--- src/rtl/trapbase_pkg.sv ---
package trapbase_pkg;
  localparam int DATA_W   = 32;
  localparam int BE_W     = DATA_W / 8;
  localparam int LO_ZERO  = 10;
  localparam int HI_ZERO  = 4;
  localparam int FIELD_W  = DATA_W - LO_ZERO - HI_ZERO;
  localparam int KEY_W    = 8;

  typedef logic [FIELD_W-1:0] field_t;

  function automatic logic [DATA_W-1:0] expand(input field_t f);
    return {{HI_ZERO{1'b0}}, f, {LO_ZERO{1'b0}}};
  endfunction
endpackage

--- src/rtl/trapbase_guard.sv ---
module trapbase_guard #(
  parameter logic [7:0] UNLOCK_KEY = 8'h59
) (
  input  logic       clk,
  input  logic       rst_n,
  input  logic       key_wr,
  input  logic [7:0] key_byte,
  input  logic       top_wr,
  output logic       locked
);
  logic locked_q;

  always_ff @(posedge clk) begin
    if (!rst_n)                                locked_q <= 1'b1;
    else if (key_wr && key_byte == UNLOCK_KEY) locked_q <= 1'b0;
    else if (top_wr)                           locked_q <= 1'b1;
  end

  assign locked = locked_q;

  AST_KEY_UNLOCKS: assert property (@(posedge clk) disable iff (!rst_n)
    key_wr && key_byte == UNLOCK_KEY |=> !locked);
  AST_BAD_KEY_KEEPS: assert property (@(posedge clk) disable iff (!rst_n)
    key_wr && key_byte != UNLOCK_KEY && !top_wr |=> locked == $past(locked));
  AST_TOP_RELOCKS: assert property (@(posedge clk) disable iff (!rst_n)
    top_wr && !key_wr |=> locked);
  AST_OUT_OF_RESET_LOCKED: assert property (@(posedge clk) disable iff (!rst_n)
    $rose(rst_n) |-> locked);
endmodule

--- src/rtl/trapbase_store.sv ---
module trapbase_store
  import trapbase_pkg::*;
#(
  parameter logic [DATA_W-1:0] RESET_BASE = 32'h00C0_0000
) (
  input  logic              clk,
  input  logic              rst_n,
  input  logic              wr_ok,
  input  logic [BE_W-1:0]   be,
  input  logic [DATA_W-1:0] wdata,
  output field_t            field
);
  localparam field_t RST_FIELD = RESET_BASE[LO_ZERO +: FIELD_W];

  field_t field_q, field_d;

  always_comb begin
    field_d = field_q;
    for (int i = 0; i < FIELD_W; i++) begin
      if (be[(i + LO_ZERO) / 8]) field_d[i] = wdata[i + LO_ZERO];
    end
  end

  always_ff @(posedge clk) begin
    if (!rst_n)     field_q <= RST_FIELD;
    else if (wr_ok) field_q <= field_d;
  end

  assign field = field_q;

  AST_LOCKED_HOLDS: assert property (@(posedge clk) disable iff (!rst_n)
    !wr_ok |=> $stable(field));
  AST_RESET_BASE: assert property (@(posedge clk) disable iff (!rst_n)
    $rose(rst_n) |-> field == RST_FIELD);
endmodule

--- src/rtl/trapbase_vector.sv ---
module trapbase_vector
  import trapbase_pkg::*;
#(
  parameter int TRAP_W = 6
) (
  input  logic [DATA_W-1:0] base,
  input  logic [TRAP_W-1:0] trap,
  output logic [DATA_W-1:0] vec
);
  localparam int PAD_W = DATA_W - TRAP_W - 2;
  assign vec = base + {{PAD_W{1'b0}}, trap, 2'b00};
endmodule

--- src/rtl/trapbase_reg.sv ---
module trapbase_reg
  import trapbase_pkg::*;
#(
  parameter int          ADDR_W     = 20,
  parameter int          TRAP_W     = 6,
  parameter logic [19:0] BASE_ADDR  = 20'h48134,
  parameter logic [19:0] KEY_ADDR   = 20'h4812D,
  parameter logic [7:0]  UNLOCK_KEY = 8'h59
) (
  input  logic              clk,
  input  logic              rst_n,
  input  logic [ADDR_W-1:0] bus_addr,
  input  logic [31:0]       bus_wdata,
  input  logic [3:0]        bus_be,
  input  logic              wr_en,
  input  logic              rd_en,
  output logic [31:0]       bus_rdata,
  output logic [31:0]       base_addr,
  input  logic [TRAP_W-1:0] trap_num,
  output logic [31:0]       vec_addr
);
  localparam int KEY_LANE = int'(KEY_ADDR[1:0]);
  localparam int TOP_LANE = BE_W - 1;

  logic   base_sel, key_sel, locked, wr_ok, key_wr, top_wr;
  field_t field;
  logic [31:0] rdata_q;

  assign base_sel = bus_addr[ADDR_W-1:2] == BASE_ADDR[ADDR_W-1:2];
  assign key_sel  = bus_addr[ADDR_W-1:2] == KEY_ADDR[ADDR_W-1:2];
  assign wr_ok    = wr_en && base_sel && !locked;
  assign key_wr   = wr_en && key_sel && bus_be[KEY_LANE];
  assign top_wr   = wr_ok && bus_be[TOP_LANE];

  trapbase_guard #(.UNLOCK_KEY(UNLOCK_KEY)) u_guard (
    .clk(clk), .rst_n(rst_n), .key_wr(key_wr),
    .key_byte(bus_wdata[KEY_LANE*8 +: 8]), .top_wr(top_wr), .locked(locked)
  );

  trapbase_store u_store (
    .clk(clk), .rst_n(rst_n), .wr_ok(wr_ok), .be(bus_be),
    .wdata(bus_wdata), .field(field)
  );

  assign base_addr = expand(field);

  trapbase_vector #(.TRAP_W(TRAP_W)) u_vec (
    .base(base_addr), .trap(trap_num), .vec(vec_addr)
  );

  always_ff @(posedge clk) begin
    if (!rst_n)                rdata_q <= '0;
    else if (rd_en && base_sel) rdata_q <= base_addr;
    else if (rd_en)            rdata_q <= '0;
  end

  assign bus_rdata = rdata_q;

  AST_LOW_FIELD_ZERO: assert property (@(posedge clk) disable iff (!rst_n)
    base_addr[LO_ZERO-1:0] == '0 && bus_rdata[LO_ZERO-1:0] == '0);
  AST_HIGH_FIELD_ZERO: assert property (@(posedge clk) disable iff (!rst_n)
    base_addr[31 -: HI_ZERO] == '0 && bus_rdata[31 -: HI_ZERO] == '0);
  AST_OTHER_READS_ZERO: assert property (@(posedge clk) disable iff (!rst_n)
    rd_en && !base_sel |=> bus_rdata == '0);
  AST_KEY_READS_ZERO: assert property (@(posedge clk) disable iff (!rst_n)
    rd_en && key_sel |=> bus_rdata == '0);
endmodule

--- config.mk ---
export PLATFORM = sky130hd
export DESIGN_NAME = trapbase_reg
export DESIGN_NICKNAME = d
export VERILOG_FILES = /design/src/rtl/trapbase_pkg.sv /design/src/rtl/trapbase_guard.sv /design/src/rtl/trapbase_store.sv /design/src/rtl/trapbase_vector.sv /design/src/rtl/trapbase_reg.sv
export SDC_FILE = /design/constraint.sdc
export NUM_CORES = 1
export LEC_CHECK = 0
export BUFFER_PORTS_ARGS = -buffer_cell sky130_fd_sc_hd__buf_2
export CORE_MARGIN = 5
export CORE_UTILIZATION = 25
export DETAILED_ROUTE_END_ITERATION = 10
export GPL_TIMING_DRIVEN = 0
export HOLD_SLACK_MARGIN = 0.03
export PLACE_DENSITY = 0.57
export SLEW_MARGIN = 10
export SYNTH_ARGS = -nofsm -noshare
export SYNTH_HDL_FRONTEND = slang
export SYNTH_SLANG_ARGS = --single-unit
--- constraint.sdc ---
create_clock -name clk -period 2.5 [get_ports clk]
set_clock_uncertainty 0.15 [all_clocks]
set_input_delay 0 -clock clk [delete_from_list [all_inputs] [get_ports clk]]
set_output_delay 0 -clock clk [all_outputs]
set_load 0.01 [all_outputs]
==> out/results.ini, run 1 <==
[logic_synthesis]
synth-adder-area-share=0
synth_top_area_cell=dfxtp_1
syn_area_um2=2210
synth-xor-area-share=0
synth_warnings=0
synthMuxAreaShare=0
yosysTopAreaCellShare=0.336
synth_top_family_by_area=buffers and inverters
yosys.area_share.simple=0.241
seq_area_frac_synth=0.336
yosys-top-cells-area=dfxtp_1 34%, buf_4 21%, nand4_1 12%
synthDistinctLibCells=25
synth_compound_area_frac=0.162
synth_seq_cells=37
postSynthAreaPerCell_um2=8.90
synthCells=248

[layout]
drive_above_1_share=0.421
multi_input_area_um2=1020
fin_nets=507
seqCellArea_um2=741
diodes=0
synthToLayoutAreaGrowth_pct=62.2
fin_area_um2=3580
fillers=899
final_core_util=0.412

[pwr]
power_density_nw_per_um2=342
vdd_drop_max_mv=0.194
power.leakage_nw=1.69

[job]
maxCapViolCount=0

[clocking]
htreeDepth=2
cts-root-buf=clkbuf_8
clock-sinks=37
numCtsBuffers=5
clk_pin_slew_ns=0.08
clk_path_buf_depth=2
cts_tree=done
clock_latency_ns=0.29

[placement]
place_congestion=0.828
hpwl_um=5400
dpl_cell_area_um2=2970
pre_cts_ws_ns=0.801
io_buffer_count=100

[routing]
drc=0
viasPerCell=4.19
ant_nets=0
wirelength_um=7040
vias=2304
wl_per_cell_um=12.8
dr.pass1.iters=4
dr.first_iter.drc_count=109

[floorplan]
dieArea_um2=10800
die_w_um=104
core-area_um2=8680
pin_count=162
die_h_um=104
initial_utilization=0.254
rows=34

[critical_path]
worstPathRequired_ns=2.59
start_kind=register
cp_max_fo=10
startpoint=u_guard.locked
reg2reg_depth=8
crit_arrival_ns=2.48
r2r_start=u_guard.locked
r2r_end=u_store.field[11]
critPathCaptureType=register
crit_end=u_store.field[11]
reg2reg_slack_ns=0.11
path_class=register to register

[timing]
fin_ws_ns=0.110
grt_setup_unrepaired=false
period_share=0.956
slew_viol_final=0
tns_ns=0
hold_violations=0
hold_slack_ns=0.0344
max_clock_freq_mhz=418
min_period_ns=2.39
finalSetupViolations=0

[status]
status=finished clean

[global_route]
grt_max_degree=13
grt_overflow_total=0
grt_pass1_vias=2275
grt_usage=0.125
antenna_found_initial=0
grt_pass1_wl_um=11400

[min_path]
min_path_type=primary input to output port
min_path_cells=2

## synthesized netlist by cell type (all sizes together)
cell type	n
a21boi	34
a31oi	1
and3	1
and4	1
and4b	1
buf	71
clkbuf	8
conb	1
dfxtp	37
inv	2
nand2b	18
nand3	4
nand4	43
nor2	1
nor2b	2
nor3	1
nor4	1
nor4b	2
nor4bb	1
o21ai	16
o31ai	2
## cells in the final DEF, fill, tap and decap left out, drive strengths merged
cell / instances
inv: 2
a31oi: 1
a21boi: 34
nor3: 1
dlygate4sd3: 49
and3: 1
clkinv: 2
and4: 1
nand3: 4
clkbuf: 14
o21ai: 16
nor4b: 2
nand2b: 18
buf: 173
dfxtp: 37
nor2: 1
o31ai: 2
nor2b: 2
nor4bb: 1
nand4: 43
conb: 36
nor4: 1
and4b: 1
## cells by family after synthesis
kind of cell	after synthesis
buffers and inverters	81
and+or+nand+nor	76
AOI/OAI and AO/OA	53
DFF	37
other	1
## stage by stage
step,total power (W),cells
detailed placement,0.000772,491
floorplan,0.000716,283
CTS,0.00124,548
finish,0.00123,550
global placement,0.000770,491
global route,0.00127,550
## critical path: stages, from the launching register on
cell           delay, ns
dfxtp_1             0.31
inv_2               0.08
and3_1              0.18
buf_6               0.11
buf_6               0.13
nand4_1             0.10
dlygate4sd3_1       0.57
a21boi_1            0.15
dlygate4sd3_1       0.56
## where the power goes
part	switching, W	internal, W	total, W
clock network	0.000216	0.000223	0.000440
registers	0.0000000000476	0.000589	0.000589
logic	0.0000877	0.000110	0.000197
## repair_timing
item                       in CTS  in global routing
setup endpoints to repair       0                  8
buffers inserted                0                  2
hold buffers                   49                  0
hold endpoints to repair       25                  0
gates resized for setup         0                  2
## metal layers
metal,GRT usage,part of all wire
met5,0,0
met4,0.0389,0.017
met3,0.0391,0.077
met2,0.211,0.47
met1,0.153,0.44
## layout make-up
type	instances	share of cell area
Sequential cell	37	0.207
Tap cell	108	0.0377
Buffer	79	0.159
Timing Repair Buffer	151	0.281
Multi-Input combinational cell	165	0.286
Clock buffer	6	0.0231
Clock inverter	2	0.00384
Inverter	2	0.00210
## flip-flops by register name, summed over array words and instances (netlist names)
register,cells
bus_rdata,18
u_guard.locked,1
u_store.field,18
## worst min path at each step
stage | startpoint | endpoint
final | trap_num[4] | vec_addr[6]
after global routing | trap_num[5] | vec_addr[7]
after CTS | rd_en | bus_rdata[14]
after detailed placement | trap_num[4] | vec_addr[6]
after global placement | trap_num[4] | vec_addr[6]
after floorplan | trap_num[0] | vec_addr[2]
No activity file was read; power rests on OpenSTA's default activity.
==> run 2: changes to the inputs <==
--- a/config.mk
+++ b/config.mk
@@ -6,12 +6,12 @@
 export NUM_CORES = 1
 export LEC_CHECK = 0
 export BUFFER_PORTS_ARGS = -buffer_cell sky130_fd_sc_hd__buf_2
-export CORE_MARGIN = 5
 export CORE_UTILIZATION = 25
 export DETAILED_ROUTE_END_ITERATION = 10
 export GPL_TIMING_DRIVEN = 0
 export HOLD_SLACK_MARGIN = 0.03
 export PLACE_DENSITY = 0.57
+export REMOVE_ABC_BUFFERS = 1
 export SLEW_MARGIN = 10
 export SYNTH_ARGS = -nofsm -noshare
 export SYNTH_HDL_FRONTEND = slang
==> run 2 against run 1 <==
Against the previous run:
- worst setup slack better by 0.011 ns
- first-iteration DRC count is 47% lower
- global-route usage is 0.61 points higher
- cell count is 19% lower
- clock-buffer cell count stayed put
- utilization is 7.7 points lower
- largest cell class is now multi-input gates
- largest power group unchanged
==> out/results.ini, run 2 (synthesized netlist as in run 1, its figures left out) <==
[global_route]
grt_use_met2=0.236  ; +0.0249
grt.met1_usage=0.163  ; +0.0103
grt_max_degree=39  ; +26
busiest_layer=met2
grt_overflow_total=0  ; unchanged
grt_pass1_vias=1880  ; -17%
use_met3=0.0237  ; -0.0154
grt_pass1_wl_um=9350  ; -18%
grt_usage=0.132  ; +0.00614
antenna_found_initial=0  ; unchanged

[timing]
grt_setup_unrepaired=false
slew_viol_final=0  ; unchanged
slew_headroom=0.472
hold_violations=0  ; unchanged
period_share=0.952  ; -0.00446
tns_ns=0  ; unchanged
fin_ws_ns=0.121  ; +0.0111 ns
min_period_ns=2.38  ; -0.0111 ns
max_clock_freq_mhz=420  ; +0.47%
finalSetupViolations=0  ; unchanged
tightestPinTransition_ns=0.792

[layout]
fin_cells=448  ; -19%
fin_nets=408  ; -20%
multi_input_area_um2=1030  ; +0.61%
synthToLayoutAreaGrowth_pct=27.6
drive_above_1_share=0.327  ; -0.0943
fin_area_um2=2820  ; -21%
layout_commonest_cell=buf_2
seqCellArea_um2=741  ; unchanged
fillers=878  ; -2.3%
diodes=0  ; unchanged
final_cell_mix=98 x buf_2, 42 x nand4_1, 37 x dfxtp_1

[critical_path]
startpoint=bus_wdata[10]
crit_arrival_ns=2.38  ; -0.10 ns
path_class=primary input to register
r2r_start=u_guard.locked
reg2reg_depth=4  ; -4
worstPathRequired_ns=2.50  ; -0.09 ns
r2r_end=u_store.field[8]
cp_max_fo=2  ; -8
crit_end=u_guard.locked
reg2reg_slack_ns=0.75  ; +0.64 ns
start_kind=primary input
critPathCaptureType=register

[floorplan]
rows=33  ; -2.9%
dieArea_um2=9210  ; -15%
pin_count=162  ; unchanged
initial_utilization=0.263  ; +0.00900
die_h_um=96.0  ; -7.7%
die_w_um=96.0  ; -7.7%
core-area_um2=8380  ; -3.4%

[placement]
hpwl_um=3880  ; -28%
io_buffer_count=98  ; -2.0%
dp_cells=408  ; -17%
pre_cts_ws_ns=0.135  ; -0.666 ns
dpl_cell_area_um2=2410  ; -19%
place_congestion=0.695  ; -16%

[routing]
wl_per_cell_um=13.4  ; +4.4%
viasPerCell=4.52  ; +8.0%
dr.pass1.iters=4  ; unchanged
dr.first_iter.drc_count=58  ; -47%
ant_nets=0  ; unchanged
drc=0  ; unchanged
wirelength_um=5980  ; -15%
vias=2026  ; -12%

[clocking]
post_cts_buffers=0  ; unchanged
cts-root-buf=clkbuf_8
clock-sinks=37  ; unchanged
numCtsBuffers=5  ; unchanged
cts_tree=done
clock_latency_ns=0.28  ; about the same
clk_path_buf_depth=2  ; unchanged
htreeDepth=2  ; unchanged
clk_pin_slew_ns=0.08  ; about the same

[pwr]
switchingPower_w=0.000299  ; -1.6%
p_int_w=0.000856  ; -7.2%
power_frac_comb=0.133  ; -0.028
clkPwrFrac=0.357  ; -0.002
p_seq_frac=0.510  ; +0.030
power.leakage_nw=1.25  ; -26%
vdd_drop_max_mv=0.151  ; -22%
swShare=0.259  ; +0.0110
power_density_nw_per_um2=410  ; +20%

[status]
status=finished clean

[min_path]
min_path_type=primary input to register

[job]
maxCapViolCount=0  ; unchanged

run 2: final cells by class:
| class | instances | area share |
|---|---|---|
| multi-input combinational | 165 | 0.366 |
| timing repair buffer | 131 | 0.292 |
| sequential | 37 | 0.263 |
| tap | 105 | 0.0467 |
| clock buffer | 6 | 0.0258 |
| clock inverter | 2 | 0.00356 |
| inverter | 2 | 0.00267 |
run 2: how the worst min path moves through the flow:
stage | from | cells after the start | endpoint
floorplan | trap_num[0] | 0 | vec_addr[2]
global placement | trap_num[0] | 0 | vec_addr[2]
detailed placement | trap_num[0] | 0 | vec_addr[2]
CTS | bus_addr[11] | 5 | bus_rdata[24]
global route | rst_n | 2 | u_store.field[13]
finish | bus_addr[11] | 5 | bus_rdata[27]
run 2: repair_timing:
item | in CTS | in global routing
hold endpoints to repair | 35 | 0
hold buffers | 32 | 0
setup endpoints to repair | 0 | 1
resized for setup | 0 | 1
run 2: through the flow:
stage,hold WS [ns],total power [W],util
3_5_place_dp,-0.150,0.000715,0.287
6_report,0.0465,0.00115,0.336
2_1_floorplan,-0.150,0.000648,-
4_1_cts,0.0380,0.00118,0.335
5_1_grt,0.0694,0.00121,0.336
3_3_place_gp,-0.150,0.000714,0.286
run 2: critical path: stages:
cell and delay [ns]:
dlygate4sd3_1 0.52, buf_2 0.13, nor4bb_1 0.26, nand4_1 0.12, dlygate4sd3_1 0.59, nor3_2 0.16
dlygate4sd3_1 0.56, a31oi_1 0.04
run 2: power groups by stage:
stage               clock [W]  combinational [W]  sequential [W]
floorplan                   0          0.0000454        0.000603
global placement            0           0.000111        0.000603
detailed placement          0           0.000113        0.000603
CTS                  0.000435           0.000152        0.000589
global route         0.000455           0.000169        0.000589
finish               0.000413           0.000154        0.000589
run 2: metal layers:
| layer | vias to the layer above | wire [µm] |
|---|---|---|
| met3 | 2 | 337 |
| met2 | 104 | 2950 |
| li1 | 982 | - |
| met4 | 0 | 17 |
| met1 | 938 | 2680 |
| met5 | - | 0 |
